File: config.mk
export PLATFORM = sky130hd
export DESIGN_NAME = cnt_byte_port
export DESIGN_NICKNAME = d
export VERILOG_FILES = /design/src/rtl/cnt_byte_port.sv
export SDC_FILE = /design/constraint.sdc
export NUM_CORES = 1
export LEC_CHECK = 0
export ABC_CLOCK_PERIOD_IN_PS = 5350
export BUFFER_PORTS_ARGS = -buffer_cell sky130_fd_sc_hd__clkbuf_2
export CORE_MARGIN = 10
export CORE_UTILIZATION = 43
export DETAILED_ROUTE_END_ITERATION = 10
export PLACE_DENSITY = 0.66
export SYNTH_ARGS = -nofsm -noshare
export SYNTH_HDL_FRONTEND = slang
export SYNTH_SLANG_ARGS = --single-unit
export TNS_END_PERCENT = 30
File: constraint.sdc
create_clock -name clk -period 5.35 [get_ports clk]
set_input_delay 0.535 -clock clk [delete_from_list [all_inputs] [get_ports clk]]
set_output_delay 0.535 -clock clk [all_outputs]
set_load 0.01 [all_outputs]
File: src/rtl/cnt_byte_port.sv
module cnt_byte_port #(
  parameter int DW = 8
) (
  input  logic          clk,
  input  logic          rst_n,
  input  logic          ctl_wr,
  input  logic          cnt_wr,
  input  logic          cnt_rd,
  input  logic          lat_cnt,
  input  logic          lat_sts,
  input  logic [DW-1:0] wdata,
  input  logic [2*DW-1:0] live_cnt,
  input  logic          out_lvl,
  input  logic          ce_loaded,
  output logic [DW-1:0] rdata,
  output logic          load_rdy,
  output logic [2*DW-1:0] cr_val
);
  localparam int CW = 2 * DW;

  logic [5:0]    ctrl_q;
  logic [CW-1:0] cr_q, ol_q;
  logic [DW-1:0] sts_q;
  logic          null_q, wr_hi, rd_hi, ol_frz, sts_hld, load_q;

  wire [1:0]    fmt     = ctrl_q[5:4];
  wire          two_b   = ~(fmt[1] ^ fmt[0]);
  wire          wr_last = cnt_wr && !ctl_wr && (!two_b || wr_hi);
  wire [CW-1:0] rd_src  = ol_frz ? ol_q : live_cnt;
  wire          hi_sel  = (fmt == 2'b10) || (two_b && rd_hi);

  assign rdata    = sts_hld ? sts_q : (hi_sel ? rd_src[CW-1:DW] : rd_src[DW-1:0]);
  assign load_rdy = load_q;
  assign cr_val   = cr_q;

  always_ff @(posedge clk) begin
    if (!rst_n) begin
      ctrl_q  <= '0;
      cr_q    <= '0;
      ol_q    <= '0;
      sts_q   <= '0;
      null_q  <= 1'b0;
      wr_hi   <= 1'b0;
      rd_hi   <= 1'b0;
      ol_frz  <= 1'b0;
      sts_hld <= 1'b0;
      load_q  <= 1'b0;
    end else begin
      load_q <= wr_last;
      if (ctl_wr) begin
        ctrl_q  <= wdata[5:0];
        wr_hi   <= 1'b0;
        rd_hi   <= 1'b0;
        ol_frz  <= 1'b0;
        sts_hld <= 1'b0;
        null_q  <= 1'b1;
      end else begin
        if (cnt_wr) begin
          case (fmt)
            2'b01:   cr_q <= {{DW{1'b0}}, wdata};
            2'b10:   cr_q <= {wdata, {DW{1'b0}}};
            default: begin
              if (wr_hi) cr_q[CW-1:DW] <= wdata;
              else       cr_q[DW-1:0]  <= wdata;
              wr_hi <= !wr_hi;
            end
          endcase
        end
        if (wr_last)        null_q <= 1'b1;
        else if (ce_loaded) null_q <= 1'b0;

        if (cnt_rd) begin
          if (sts_hld)             sts_hld <= 1'b0;
          else if (two_b && !rd_hi) rd_hi  <= 1'b1;
          else begin
            rd_hi  <= 1'b0;
            ol_frz <= 1'b0;
          end
        end
        if (lat_cnt && !ol_frz) begin
          ol_q   <= live_cnt;
          ol_frz <= 1'b1;
        end
        if (lat_sts && !sts_hld) begin
          sts_q   <= {out_lvl, null_q, ctrl_q};
          sts_hld <= 1'b1;
        end
      end
    end
  end


  load_src_chk: assert property (@(posedge clk) disable iff (!rst_n)
    load_rdy |-> $past(cnt_wr));

  two_byte_first_chk: assert property (@(posedge clk) disable iff (!rst_n)
    (cnt_wr && two_b && !wr_hi && !ctl_wr) |=> !load_rdy);

  freeze_hold_chk: assert property (@(posedge clk) disable iff (!rst_n)
    (ol_frz && !sts_hld && !cnt_rd && !ctl_wr && !lat_sts) |=> $stable(rdata));

  ctl_reset_chk: assert property (@(posedge clk) disable iff (!rst_n)
    ctl_wr |=> (!ol_frz && !sts_hld && !wr_hi && !rd_hi && null_q));

  null_clr_chk: assert property (@(posedge clk) disable iff (!rst_n)
    (ce_loaded && !cnt_wr && !ctl_wr) |=> !null_q);
endmodule

Yosys cells after proc, flatten, opt, wreduce, memory -nomap -nowiden
Cells that the tools add are included.
{ "totals": {"ff_bits": 52, "in_bits": 33, "output_inout_bits": 25, "elab_cells": 64} }
{ "classes": {"n_eq_ne": 5, "n_mux": 16, "n_bitwise": 6, "n_reduce_logical": 26} }
{ "op_table": {"columns": ["cell", "count"], "rows": [
  ["2-to-1 mux 8 bit", 4],
  ["case mux 16 bit (2 select lines)", 1],
  ["2-to-1 mux 16 bit", 1],
  ["2-to-1 mux 1 bit", 10],
  ["AND reduction 3 bit", 3],
  ["AND reduction 2 bit", 4],
  ["logical AND 1 bit", 6],
  ["nonzero test 3 bit", 2],
  ["zero test 1 bit", 5],
  ["inverter 1 bit", 5],
  ["inequality test 2 x 1 -> 1 bit (second input constant)", 2],
  ["nonzero test 2 bit", 2],
  ["OR reduction 2 bit", 2],
  ["inequality test 3 x 1 -> 1 bit (second input constant)", 1],
  ["== test 2 x 1 -> 1 bit (second input constant)", 1],
  ["== test 2 bit (second input constant)", 1],
  ["logical OR 1 bit", 2],
  ["XOR 1 bit", 1]
]} }

Depth between registers and ports, before layout
{ "logic_depth": {"word_depth": 7, "depth_mapped": 6, "depth_no_buf": 5} }

Worst setup path after synthesis
Ideal clock, no wire load.
{ "synth_path": {"path_kind": "register -> output", "start": "reg ctrl_q[4]", "end": "out rdata[0]", "t_arrival_ns": 1.681, "required_time_ns": 4.815, "slack_ns": 3.134, "path_stages_with_launch": 6, "n_path_buf": 0, "path_cell_list": "dfxtp_1 > inv_1 > ha_1 > a21oi_2 > mux4_2 > mux2_2"} }
{ "synth_via": {"elab_chain_len": 6, "elab_cells_between_ends": 7, "classes_between": "1 x eq/ne; 2 x mux; 2 x bitwise; 2 x reduce/logical"} }
{ "synth_lines": {"columns": ["element", "line_no", "rtl"], "rows": [
  ["start, declared", "21", "logic [5:0] ctrl_q;"],
  ["start signal, assigned", "51", "ctrl_q <= wdata[5:0];"],
  ["XOR 1 bit", "27", "wire two_b = ~(fmt[1] ^ fmt[0]);"],
  ["inverter 1 bit", "27", null],
  ["logical AND 1 bit", "30", "wire hi_sel = (fmt == 2'b10) || (two_b && rd_hi);"],
  ["logical OR 1 bit *", "30", null],
  ["2-to-1 mux 8 bit * (2 in series)", "32", "assign rdata = sts_hld ? sts_q : (hi_sel ? rd_src[CW-1:DW] : rd_src[DW-1:0]);"],
  ["end, declared", "15", "output logic [DW-1:0] rdata,"]
]} }
Mark *: on every way between the ends. The rest lies on a longest branch, timed or not.

Final worst setup path
{ "layout_path": {"start": "reg ctrl_q[4]", "end": "out rdata[1]"} }
The elaborated chain is that of the path after synthesis.

==> impl_metrics.json <==
{
  "status": "finished clean",
  "hp-start": "cnt_rd",
  "synth_top_area_share": 0.4302,
  "start_kind": "register",
  "path_max_fanout": 8,
  "netlist_area_mm2": 0.002420,
  "reg2reg_depth": 3,
  "grt_max_degree": 50,
  "min_delay_worst_endpoint": "sts_hld$_SDFFE_PP0P_",
  "synthesis.nets": 280,
  "layout_min_cycle_time_ns": 2.900,
  "yosysUniqueCellTypes": 32,
  "core_region_area_mm2": 0.005473,
  "final_cells": 364,
  "die_x_um": 95.02,
  "leakagePower_nw": 1.106,
  "drtIter0Drc": 84,
  "vdd_ir_drop_max_v": 0.0001342,
  "postCtsSetupRepairBufs": 0,
  "netSwitchingFraction": 0.2602,
  "relSlewSlack": 0.2824,
  "r2r_start": "ol_frz$_SDFFE_PP0P_",
  "yosysSeqAreaShare": 0.4302,
  "syn_to_final_growth_pct": 15.46,
  "path_class": "reg2out",
  "netlist_instances": 245,
  "grt_pass1_wl_um": 9356,
  "totalNegativeSetupSlack_ns": 0,
  "insertion_delay_ns": 0.30,
  "numClockSinks": 52,
  "seqCellArea_mm2": 0.001041,
  "multi_input_area_mm2": 0.001269,
  "gp_congestion": 0.7655,
  "io_buffers": 57,
  "htree_levels": 2,
  "r2r_end": "ol_q[10]$_SDFFE_PN0P_",
  "slew_violations": 0,
  "setup-violations-final": 0,
  "final_nets": 326,
  "ios": 58,
  "cts_resized": 0,
  "pwr-share-clk": 0.297,
  "cts_tree": "done",
  "comb_power_share": 0.161,
  "hp-class": "in2reg",
  "reg2reg_slack_ns": 3.59,
  "fillCellCount": 554,
  "antenna_cells": 0,
  "hold_buffers": 0,
  "grt_usage": 0.1288,
  "hold_viol": 0,
  "clk_path_buf_depth": 2,
  "crit_arrival_ns": 2.36,
  "tightest_slew_ns": 1.074,
  "overflow": 0,
  "synth_area_leaders": "dfxtp_1 43%, a21boi_0 8.7%, mux4_2 6.5%",
  "fp-row-count": 27,
  "yosysWarnings": 0,
  "cts-root-buf": "clkbuf_8",
  "wl_per_cell_um": 15.49,
  "drv_cap": 0,
  "yosys_register_bits": 52,
  "route.detailed.drc": 0,
  "drive_above_1_share": 0.2877,
  "rsz0062_at_grt": "false",
  "die_y_um": 95.02,
  "required_ns": 4.82,
  "drt-total-wl_um": 5638,
  "finalClockSkew_ns": 0.006676,
  "dpl.hpwl_um": 4074,
  "ant_nets": 0,
  "vias": 1907,
  "start_util": 0.4422,
  "final_cell_mix": "57 x clkbuf_2, 52 x dfxtp_1, 33 x nand2_1",
  "die_area_mm2": 0.009028,
  "dp.cells": 356,
  "cp-end-kind": "primary output",
  "netSwitchingPower_mw": 0.2001,
  "via_per_inst": 5.239,
  "first_global_vias": 1868,
  "syn_avg_cell_area_um2": 9.877,
  "seqPwrFrac": 0.541,
  "timing.fmax_mhz": 344.9,
  "numCtsBuffers": 5,
  "antenna_found_initial": 0,
  "synth_top_area_cell": "dfxtp_1",
  "min_period_over_period": 0.5420,
  "clk_pin_slew_ns": 0.09,
  "mostFrequentLayoutCell": "clkbuf_2",
  "holdPathStages": 2,
  "p_int_mw": 0.5689,
  "firstDrtPassIters": 4,
  "powerDensity_mw_per_mm2": 275.3
}
[critical path, cell delays in order (launching register included)]
cell and delay (ns):
dfxtp_1 0.38, inv_1 0.06, ha_1 0.36, a21oi_2 0.47, mux4_2 0.38, mux2_2 0.28
clkbuf_2 0.13
[power groups by stage]
stage	clock (mW)	sequential (mW)	combinational, mW
after global placement	0	0.425	0.124
after floorplan	0	0.423	0.0862
after CTS	0.238	0.417	0.126
final	0.228	0.416	0.124
after detailed placement	0	0.426	0.125
after global routing	0.251	0.419	0.139
[state kept, by name, indices dropped and copies added (netlist names)]
signal    flops
load_rdy      1
null_q        1
rd_hi         1
ctrl_q        6
ol_q         16
ol_frz        1
sts_hld       1
wr_hi         1
cr_val       16
sts_q         8
[kinds of logic (layout without fill, tap and decap cells)]
family,Yosys count,in the layout,synth area share
adders and majority gates,2,2,0.01034
buffers and inverters,22,69,0.04550
xor gates and xnor gates,1,1,0.003620
and+or+nand+nor,85,85,0.1892
DFF,52,52,0.4302
AOI/OAI and AO/OA,52,52,0.1458
muxes,31,31,0.1753
[final cells by class]
class                      count  area share
multi-input combinational    171      0.4541
sequential                    52      0.3726
timing repair buffer          58      0.1048
clock buffer                   8     0.03224
tap                           72     0.03224
inverter                       3    0.004030
[metrics by stage]
stage	total power, mW	util	hold WS (ns)	setup slack, ns	area, um2
after detailed placement	0.5512	0.4941	0.4446	2.710	2704
after floorplan	0.5088	-	0.4305	3.134	2420
after global placement	0.5494	0.4941	0.4366	2.810	2704
after global routing	0.8086	0.5105	0.4260	2.237	2794
after CTS	0.7800	0.5105	0.4238	2.400	2794
final	0.7690	0.5105	0.4340	2.450	2794
[synth_stat cells]
| master | count |
|---|---|
| a211oi_1 | 2 |
| a21boi_0 | 28 |
| a21boi_1 | 4 |
| a21oi_2 | 1 |
| a221oi_1 | 1 |
| and3_1 | 1 |
| buf_1 | 2 |
| buf_2 | 4 |
| buf_4 | 2 |
| buf_6 | 2 |
| clkbuf_1 | 9 |
| dfxtp_1 | 52 |
| ha_1 | 2 |
| inv_1 | 3 |
| mux2_2 | 8 |
| mux2i_1 | 15 |
| mux4_1 | 1 |
| mux4_2 | 7 |
| nand2_1 | 33 |
| nand2b_1 | 3 |
| nand4_1 | 16 |
| nor2_1 | 4 |
| nor2b_1 | 19 |
| nor3_1 | 1 |
| nor3b_1 | 2 |
| nor3b_4 | 1 |
| o21ai_0 | 16 |
| or2_2 | 2 |
| or3_1 | 1 |
| or3b_1 | 1 |
| or3b_2 | 1 |
| xor2_1 | 1 |
[worst max-delay path by stage]
stage / end / slack [ns] / start / cells after the start
finish: rdata[1] / 2.45 / ctrl_q[4]$_SDFFE_PN0P_ / 6
global route: rdata[1] / 2.24 / ctrl_q[4]$_SDFFE_PN0P_ / 6
CTS: rdata[1] / 2.40 / ctrl_q[4]$_SDFFE_PN0P_ / 6
detailed placement: rdata[1] / 2.71 / ctrl_q[4]$_SDFFE_PN0P_ / 6
global placement: rdata[1] / 2.81 / ctrl_q[4]$_SDFFE_PN0P_ / 6
floorplan: rdata[0] / 3.13 / ctrl_q[4]$_SDFFE_PN0P_ / 5
[metal layers]
| metal | routed length, um | track usage | vias to the layer above |
|---|---|---|---|
| li1 | - | - | 962 |
| met1 | 2414 | 0.1586 | 893 |
| met2 | 2765 | 0.2037 | 47 |
| met3 | 370 | 0.04478 | 5 |
| met4 | 87 | 0.04863 | 0 |
| met5 | 0 | 0 | - |
No activity file was read; power rests on OpenSTA's default activity.
